===== src/rtl/busy_arb_pkg.sv =====
package busy_arb_pkg;

  typedef enum logic [1:0] {
    OWN_NONE  = 2'd0,
    OWN_LEFT  = 2'd1,
    OWN_RIGHT = 2'd2
  } owner_t;

  // datapath -> control
  typedef struct packed {
    logic collide;
    logic leftHeld;
    logic rightHeld;
  } arbStrobes_t;

  // control -> datapath
  typedef struct packed {
    logic leftBlock;
    logic rightBlock;
  } blockStrobes_t;

endpackage


===== src/rtl/busy_arb_dp.sv =====
module busy_arb_dp
  import busy_arb_pkg::*;
#(
  parameter int ADDR_W = 15
) (
  input  logic              clk,
  input  logic              rst_n,
  input  logic              masterMode,
  input  logic              leftCe,
  input  logic [ADDR_W-1:0] leftAddr,
  input  logic              leftWe,
  input  logic              rightCe,
  input  logic [ADDR_W-1:0] rightAddr,
  input  logic              rightWe,
  input  logic              leftBusyIn,
  input  logic              rightBusyIn,
  input  blockStrobes_t     blk,
  output arbStrobes_t       strb,
  output logic              leftBusyN,
  output logic              rightBusyN,
  output logic              leftWeGated,
  output logic              rightWeGated
);

  logic              prevLeftCe, prevRightCe;
  logic [ADDR_W-1:0] prevLeftAddr, prevRightAddr;
  logic              leftInhibit, rightInhibit;

  // last-cycle request of each port, used to judge arrival order
  always_ff @(posedge clk or negedge rst_n) begin
    if (!rst_n) begin
      prevLeftCe    <= 1'b0;
      prevRightCe   <= 1'b0;
      prevLeftAddr  <= '0;
      prevRightAddr <= '0;
    end else begin
      prevLeftCe    <= leftCe;
      prevRightCe   <= rightCe;
      prevLeftAddr  <= leftAddr;
      prevRightAddr <= rightAddr;
    end
  end

  always_comb begin
    strb.collide   = leftCe && rightCe && (leftAddr == rightAddr);
    strb.leftHeld  = leftCe && prevLeftCe && (leftAddr == prevLeftAddr);
    strb.rightHeld = rightCe && prevRightCe && (rightAddr == prevRightAddr);
  end

  assign leftBusyN  = !blk.leftBlock;
  assign rightBusyN = !blk.rightBlock;

  always_comb begin
    if (masterMode) begin
      leftInhibit  = blk.leftBlock;
      rightInhibit = blk.rightBlock;
    end else begin
      leftInhibit  = !leftBusyIn;
      rightInhibit = !rightBusyIn;
    end
    leftWeGated  = leftWe && !leftInhibit;
    rightWeGated = rightWe && !rightInhibit;
  end

  AST_IDLE_NO_BUSY: assert property (@(posedge clk) disable iff (!rst_n)
    !strb.collide |=> (leftBusyN && rightBusyN));
  AST_LOSER_NO_WRITE_L: assert property (@(posedge clk) disable iff (!rst_n)
    (masterMode && !leftBusyN) |-> !leftWeGated);
  AST_LOSER_NO_WRITE_R: assert property (@(posedge clk) disable iff (!rst_n)
    (masterMode && !rightBusyN) |-> !rightWeGated);
  AST_SLAVE_INHIBIT_L: assert property (@(posedge clk) disable iff (!rst_n)
    (!masterMode && !leftBusyIn) |-> !leftWeGated);
  AST_SLAVE_INHIBIT_R: assert property (@(posedge clk) disable iff (!rst_n)
    (!masterMode && !rightBusyIn) |-> !rightWeGated);

endmodule


===== src/rtl/busy_arb_ctl.sv =====
module busy_arb_ctl
  import busy_arb_pkg::*;
(
  input  logic          clk,
  input  logic          rst_n,
  input  logic          masterMode,
  input  arbStrobes_t   strb,
  output blockStrobes_t blk
);

  owner_t owner, ownerNext;
  logic   rightFirst;

  assign rightFirst = strb.rightHeld && !strb.leftHeld;

  always_comb begin
    if (!masterMode || !strb.collide) begin
      ownerNext = OWN_NONE;
    end else if (owner != OWN_NONE) begin
      ownerNext = owner;            // held grant survives the collision
    end else if (rightFirst) begin
      ownerNext = OWN_RIGHT;
    end else begin
      ownerNext = OWN_LEFT;         // left first, or same-cycle tie
    end
  end

  always_ff @(posedge clk or negedge rst_n) begin
    if (!rst_n) owner <= OWN_NONE;
    else        owner <= ownerNext;
  end

  assign blk.leftBlock  = (owner == OWN_RIGHT);
  assign blk.rightBlock = (owner == OWN_LEFT);

  AST_ONE_LOSER: assert property (@(posedge clk) disable iff (!rst_n)
    $onehot0({blk.leftBlock, blk.rightBlock}));
  AST_HOLD_GRANT: assert property (@(posedge clk) disable iff (!rst_n)
    (masterMode && strb.collide && owner != OWN_NONE) |=> $stable(owner));
  AST_TIE_LEFT: assert property (@(posedge clk) disable iff (!rst_n)
    (masterMode && strb.collide && owner == OWN_NONE && !rightFirst)
      |=> blk.rightBlock);
  AST_EARLY_RIGHT: assert property (@(posedge clk) disable iff (!rst_n)
    (masterMode && strb.collide && owner == OWN_NONE && rightFirst)
      |=> blk.leftBlock);
  AST_SLAVE_IDLE: assert property (@(posedge clk) disable iff (!rst_n)
    !masterMode |=> (owner == OWN_NONE));

endmodule


===== src/rtl/busy_arbiter.sv =====
module busy_arbiter
  import busy_arb_pkg::*;
#(
  parameter int ADDR_W = 15
) (
  input  logic              clk,
  input  logic              rst_n,
  input  logic              masterMode,
  input  logic              leftCe,
  input  logic [ADDR_W-1:0] leftAddr,
  input  logic              leftWe,
  input  logic              rightCe,
  input  logic [ADDR_W-1:0] rightAddr,
  input  logic              rightWe,
  input  logic              leftBusyIn,
  input  logic              rightBusyIn,
  output logic              leftBusyN,
  output logic              rightBusyN,
  output logic              leftWeGated,
  output logic              rightWeGated
);

  arbStrobes_t   strb;
  blockStrobes_t blk;

  busy_arb_dp #(.ADDR_W(ADDR_W)) u_dp (
    .clk(clk), .rst_n(rst_n), .masterMode(masterMode),
    .leftCe(leftCe), .leftAddr(leftAddr), .leftWe(leftWe),
    .rightCe(rightCe), .rightAddr(rightAddr), .rightWe(rightWe),
    .leftBusyIn(leftBusyIn), .rightBusyIn(rightBusyIn),
    .blk(blk), .strb(strb),
    .leftBusyN(leftBusyN), .rightBusyN(rightBusyN),
    .leftWeGated(leftWeGated), .rightWeGated(rightWeGated)
  );

  busy_arb_ctl u_ctl (
    .clk(clk), .rst_n(rst_n), .masterMode(masterMode),
    .strb(strb), .blk(blk)
  );

  AST_RESET_IDLE: assert property (@(posedge clk)
    !rst_n |=> (leftBusyN && rightBusyN));

endmodule


===== config.mk =====
export PLATFORM = sky130hd
export DESIGN_NAME = busy_arbiter
export DESIGN_NICKNAME = d
export VERILOG_FILES = /design/src/rtl/busy_arb_pkg.sv /design/src/rtl/busy_arb_dp.sv /design/src/rtl/busy_arb_ctl.sv /design/src/rtl/busy_arbiter.sv
export SDC_FILE = /design/constraint.sdc
export NUM_CORES = 1
export LEC_CHECK = 0
export BUFFER_PORTS_ARGS = -buffer_cell sky130_fd_sc_hd__buf_2
export CORE_ASPECT_RATIO = 0.5
export CORE_MARGIN = 1.5
export CORE_UTILIZATION = 54
export DETAILED_ROUTE_END_ITERATION = 12
export GPL_TIMING_DRIVEN = 1
export PLACE_DENSITY_LB_ADDON = 0.1
export SETUP_SLACK_MARGIN = 0.3
export SLEW_MARGIN = 20
export SYNTH_ARGS = -nofsm -noshare
export SYNTH_HDL_FRONTEND = slang
export SYNTH_SLANG_ARGS = --single-unit

===== constraint.sdc =====
create_clock -name clk -period 2.46 [get_ports clk]
set_clock_uncertainty 0.15 [all_clocks]
set_input_delay 0.492 -clock clk [delete_from_list [all_inputs] [get_ports clk]]
set_output_delay 0.492 -clock clk [all_outputs]
set_load 0.01 [all_outputs]

# Word level (Yosys, flattened, before mapping)
# Cells that the tools add are included.
# Widths: inputs -> output; s select.
# word_totals
reg_bits	34
input_bits	39
output_inout_bits	4
word_cells	36
# classes
n_eq_ne	6
muxes	5
reduce_logical	20
# op_table
op	n
$eq 15x15->1	3
$logic_and 1x1->1	9
$logic_not 1->1	9
$mux 2	3
$eq 2x1->1 const B	1
$eq 2x2->1 const B	1
$mux 1	2
$ne 2x1->1 const B	1
$reduce_bool 2->1	1
$logic_or 1x1->1	1

# Logic depth before layout (Yosys ltp)
# logic_depth
ltp_word	7
mapped_depth	5

# Modules after synthesis
# From an unflattened synthesis, not the netlist that was laid out.
# unflattened
hier_cells	110
hier_area_um2	1462.7
# modules_own_cells
mod	n_inst	cells_per_inst	area_each_um2	seq_area_each_um2
busy_arb_dp	1	101	1362.6	800.8
busy_arb_ctl	1	9	100.1	50.0

# Worst setup path after synthesis
# No wires, ideal clock.
# synth_path
path_kind	in2reg
from	input rightAddr[10]
to	register u_ctl.owner[0]
t_arrival_ns	1.596
required_ns	2.238
setup_slack_ns	0.643
path_stages	5
path_buffers	0
cell_sequence	xor2_1 > or4_1 > nor4_2 > nand2_1 > nor2_1
# synth_via
elab_chain_cells	6
# synth_rtl
item	line	text
start, declared	busy_arbiter.sv:13	input logic [ADDR_W-1:0] rightAddr,
$eq 15x15->1	busy_arb_dp.sv:47	strb.rightHeld = rightCe && prevRightCe && (rightAddr == prevRightAddr);
$logic_and 1x1->1	busy_arb_dp.sv:47	
$logic_and 1x1->1	busy_arb_ctl.sv:14	assign rightFirst = strb.rightHeld && !strb.leftHeld;
$mux 2	busy_arb_ctl.sv:21	end else if (rightFirst) begin
$mux 2	busy_arb_ctl.sv:19	end else if (owner != OWN_NONE) begin
$mux 2	busy_arb_ctl.sv:17	if (!masterMode || !strb.collide) begin
end signal, assigned	busy_arb_ctl.sv:30	else owner <= ownerNext;
end, declared	busy_arb_ctl.sv:11	owner_t owner, ownerNext;
# Parallel ways exist; a longest one is shown, timed or not. The select of a mux whose other input is x is not followed.
# A chain may end at the register's enable or synchronous reset.

# Worst setup path in the final report
# layout_path
from	register u_ctl.owner[0]
to	output leftWeGated
# layout_via
elab_chain_cells	4
# layout_rtl
item	line	text
$eq 2x2->1	busy_arb_ctl.sv:33	assign blk.leftBlock = (owner == OWN_RIGHT);
$mux 1	busy_arb_dp.sv:54	if (masterMode) begin
$logic_not 1->1	busy_arb_dp.sv:61	leftWeGated = leftWe && !leftInhibit;
$logic_and 1x1->1	busy_arb_dp.sv:61	
end, declared	busy_arbiter.sv:19	output logic leftWeGated,
# Every way passes these cells.

==> flow_metrics.py <==
metrics = {
    "worst_setup_path": {
        "worstSetupStartpointType": "flop",
        "arrival_ns": 1.23,
        "cp.required_ns": 1.82,
        "critPathKind": "reg -> out",
        "critical_path.max_fanout": 3,
        "slowest_stage": "dfrtp_1",
        "path_cells": "nand2b_1 > mux2i_1 > nor2b_1 > buf_2",
        "crit_buf_inv": 1,
        "crit_path_end_kind": "output port",
        "cpPeakStageDelay_ns": 0.39,
        "crit_family": "flip-flops",
    },
    "clock_tree": {
        "root_buffer": "clkbuf_8",
        "cts_made_buffers": 5,
        "cts_tree": "built",
        "cts_sinks": 34,
        "postCtsHoldBufs": 0,
        "clkLatencyLatePin_ns": 0.28,
        "clkTransAtPathRegs_ns": 0.07,
        "post_cts_buffers": 0,
        "htree_levels": 2,
        "cts_max_path_buffers": 2,
        "cts_resized": 0,
    },
    "cells_and_area": {
        "stdcell_area_sq_mm": 0.00177,
        "regArea_sq_um": 851,
        "finalNonFillerCells": 192,
        "multiInputGateArea_sq_um": 574,
        "final_common_cell": "buf_2",
        "fill_cells": 172,
        "syn_to_final_growth_pct": 24.5,
        "diodes": 0,
        "drive_gt1_frac": 0.325,
        "final_cell_mix": "42 x buf_2, 34 x dfrtp_1, 26 x xor2_1, 19 x xnor2_1",
        "fin_util": 0.753,
        "layout.nets": 195,
    },
    "power_and_ir_drop": {
        "ir_drop_mv": 0.450,
        "leakage_nw": 0.798,
        "p_per_area_mw_per_mm2": 651,
    },
    "floorplanning": {
        "die_w_um": 75.7,
        "row_count": 12,
        "ios": 43,
        "dieArea_sq_mm": 0.00297,
        "fp.coreArea_sq_mm": 0.00236,
        "start_util": 0.605,
        "die_y_um": 39.3,
    },
    "global_route": {
        "grt_start_max_net_pins": 35,
        "gr-usage-all-layers": 0.203,
        "grt_pass1_vias": 886,
        "overflow": 0,
        "grt_pass1_wl_um": 4020,
        "antenna_found_initial": 0,
    },
    "yosys": {
        "syn_inst": 107,
        "synth-compound-area-share": 0.0114,
        "synthSimpleGateAreaFrac": 0.101,
        "ys.flop_type": "dfrtp_1",
        "synth_top_family_by_area": "XOR/XNOR gates",
        "muxShareOfSynthArea": 0.0140,
        "syn_avg_cell_area_sq_um": 13.3,
        "synth-async-reset-ratio": 1.00,
        "synth_cell_type_count": 16,
        "yosysWarnings": 0,
        "synth.net_count": 146,
        "synth_adder_area_share": 0,
        "ys_seq_area_frac": 0.597,
        "ys_ff_latch": 34,
        "synth_area_sq_mm": 0.00143,
        "synth_edf_count": 0,
        "synth_xor_area_frac": 0.277,
    },
    "sta": {
        "hold_viol": 0,
        "max-slew-margin-rel": 0.504,
        "rsz0062_at_grt": "no",
        "tightest_slew_ns": 0.745,
        "finalMaxSlewViolations": 0,
        "setup_tns_ns": 0,
        "fmax_mhz": 534,
        "setup_violations": 0,
        "min_period_ns": 1.87,
        "finalWorstSetupSlack_ns": 0.586,
        "timing.final.crit_share": 0.762,
    },
    "route": {
        "post_drt_wl_per_cell_um": 13.8,
        "dr.pass1.iters": 4,
        "drc": 0,
        "detail-route-antenna-nets": 0,
        "first_iter_violations": 37,
        "wl_um": 2650,
        "viasPerCell": 4.97,
        "vias": 955,
    },
    "run_status": {
        "status": "complete, no violations",
    },
    "placement": {
        "port_buffers": 42,
        "routabilityCongestion": 0.723,
        "placed_area_sq_mm": 0.00168,
        "placed_cells": 184,
        "place_ws_ns": 0.433,
    },
    "job": {
        "maxCapViolations": 0,
    },
    "hold_path": {
        "hold_path_class": "in -> async",
    },
}
## worst paths after layout
kind                                          end  depth (start not counted)  slack [ns]                   start
max in group asynchronous  u_dp.prevRightAddr[10]                          1        1.56                   rst_n
max reg2reg                        u_ctl.owner[0]                          5        0.78  u_dp.prevRightAddr[14]
min                          u_dp.prevLeftAddr[8]                          1        0.12                   rst_n
max                                   leftWeGated                          4        0.59          u_ctl.owner[0]
min reg2reg                        u_ctl.owner[1]                          1        0.40          u_ctl.owner[1]
min in group clk                 u_dp.prevRightCe                          1        0.20                 rightCe
## cell usage after synthesis (2+ instances only)
master,number,area share
dfrtp_1,34,0.60
xor2_1,26,0.16
xnor2_1,19,0.12
nor4_1,6,0.026
nand4_1,5,0.022
nand2_1,3,0.0079
mux2i_1,2,0.014
nand2b_1,2,0.0088
nand3_1,2,0.0070
nor2b_1,2,0.0088
## metrics by stage
step / hold slack (ns) / power [mW]
floorplan: 0.0464 / 0.670
global placement: 0.357 / 0.745
detailed placement: 0.376 / 0.748
CTS: 0.135 / 1.17
global route: 0.172 / 1.20
finish: 0.118 / 1.16
## layout make-up
| cell class | instances | area share |
|---|---|---|
| Clock inverter | 2 | 0.00705 |
| Multi-Input combinational cell | 73 | 0.324 |
| Timing Repair Buffer | 42 | 0.118 |
| Clock buffer | 6 | 0.0465 |
| Sequential cell | 34 | 0.480 |
| Tap cell | 35 | 0.0247 |
## sequential cells by signal, summed over array words and instances (netlist names)
register            flops
u_dp.prevLeftCe         1
u_ctl.owner             2
u_dp.prevLeftAddr      15
u_dp.prevRightAddr     15
u_dp.prevRightCe        1
## power by group
part           internal, mW  total (mW)  switching, mW
clock network         0.225       0.419          0.195
logic                0.0666       0.140         0.0731
registers             0.586       0.597         0.0113
total                 0.877        1.16          0.279
## layer usage
metal / up-vias / wire (um) / global-route usage
li1: 463 / - / -
met1: 446 / 1350 / 0.283
met2: 44 / 1090 / 0.305
met3: 2 / 195 / 0.0771
met4: 0 / 11 / 0.0402
met5: - / 0 / 0
## logic make-up (layout without fill, tap and decap cells)
logic type,count (synthesis),in the layout
buffers and inverters,0,50
AO/OA/AOI/OAI,2,2
multiplexers,2,2
XOR/XNOR,45,45
flip-flops,34,34
AND/OR/NAND/NOR,24,24
(Power assumes the default switching activity.)
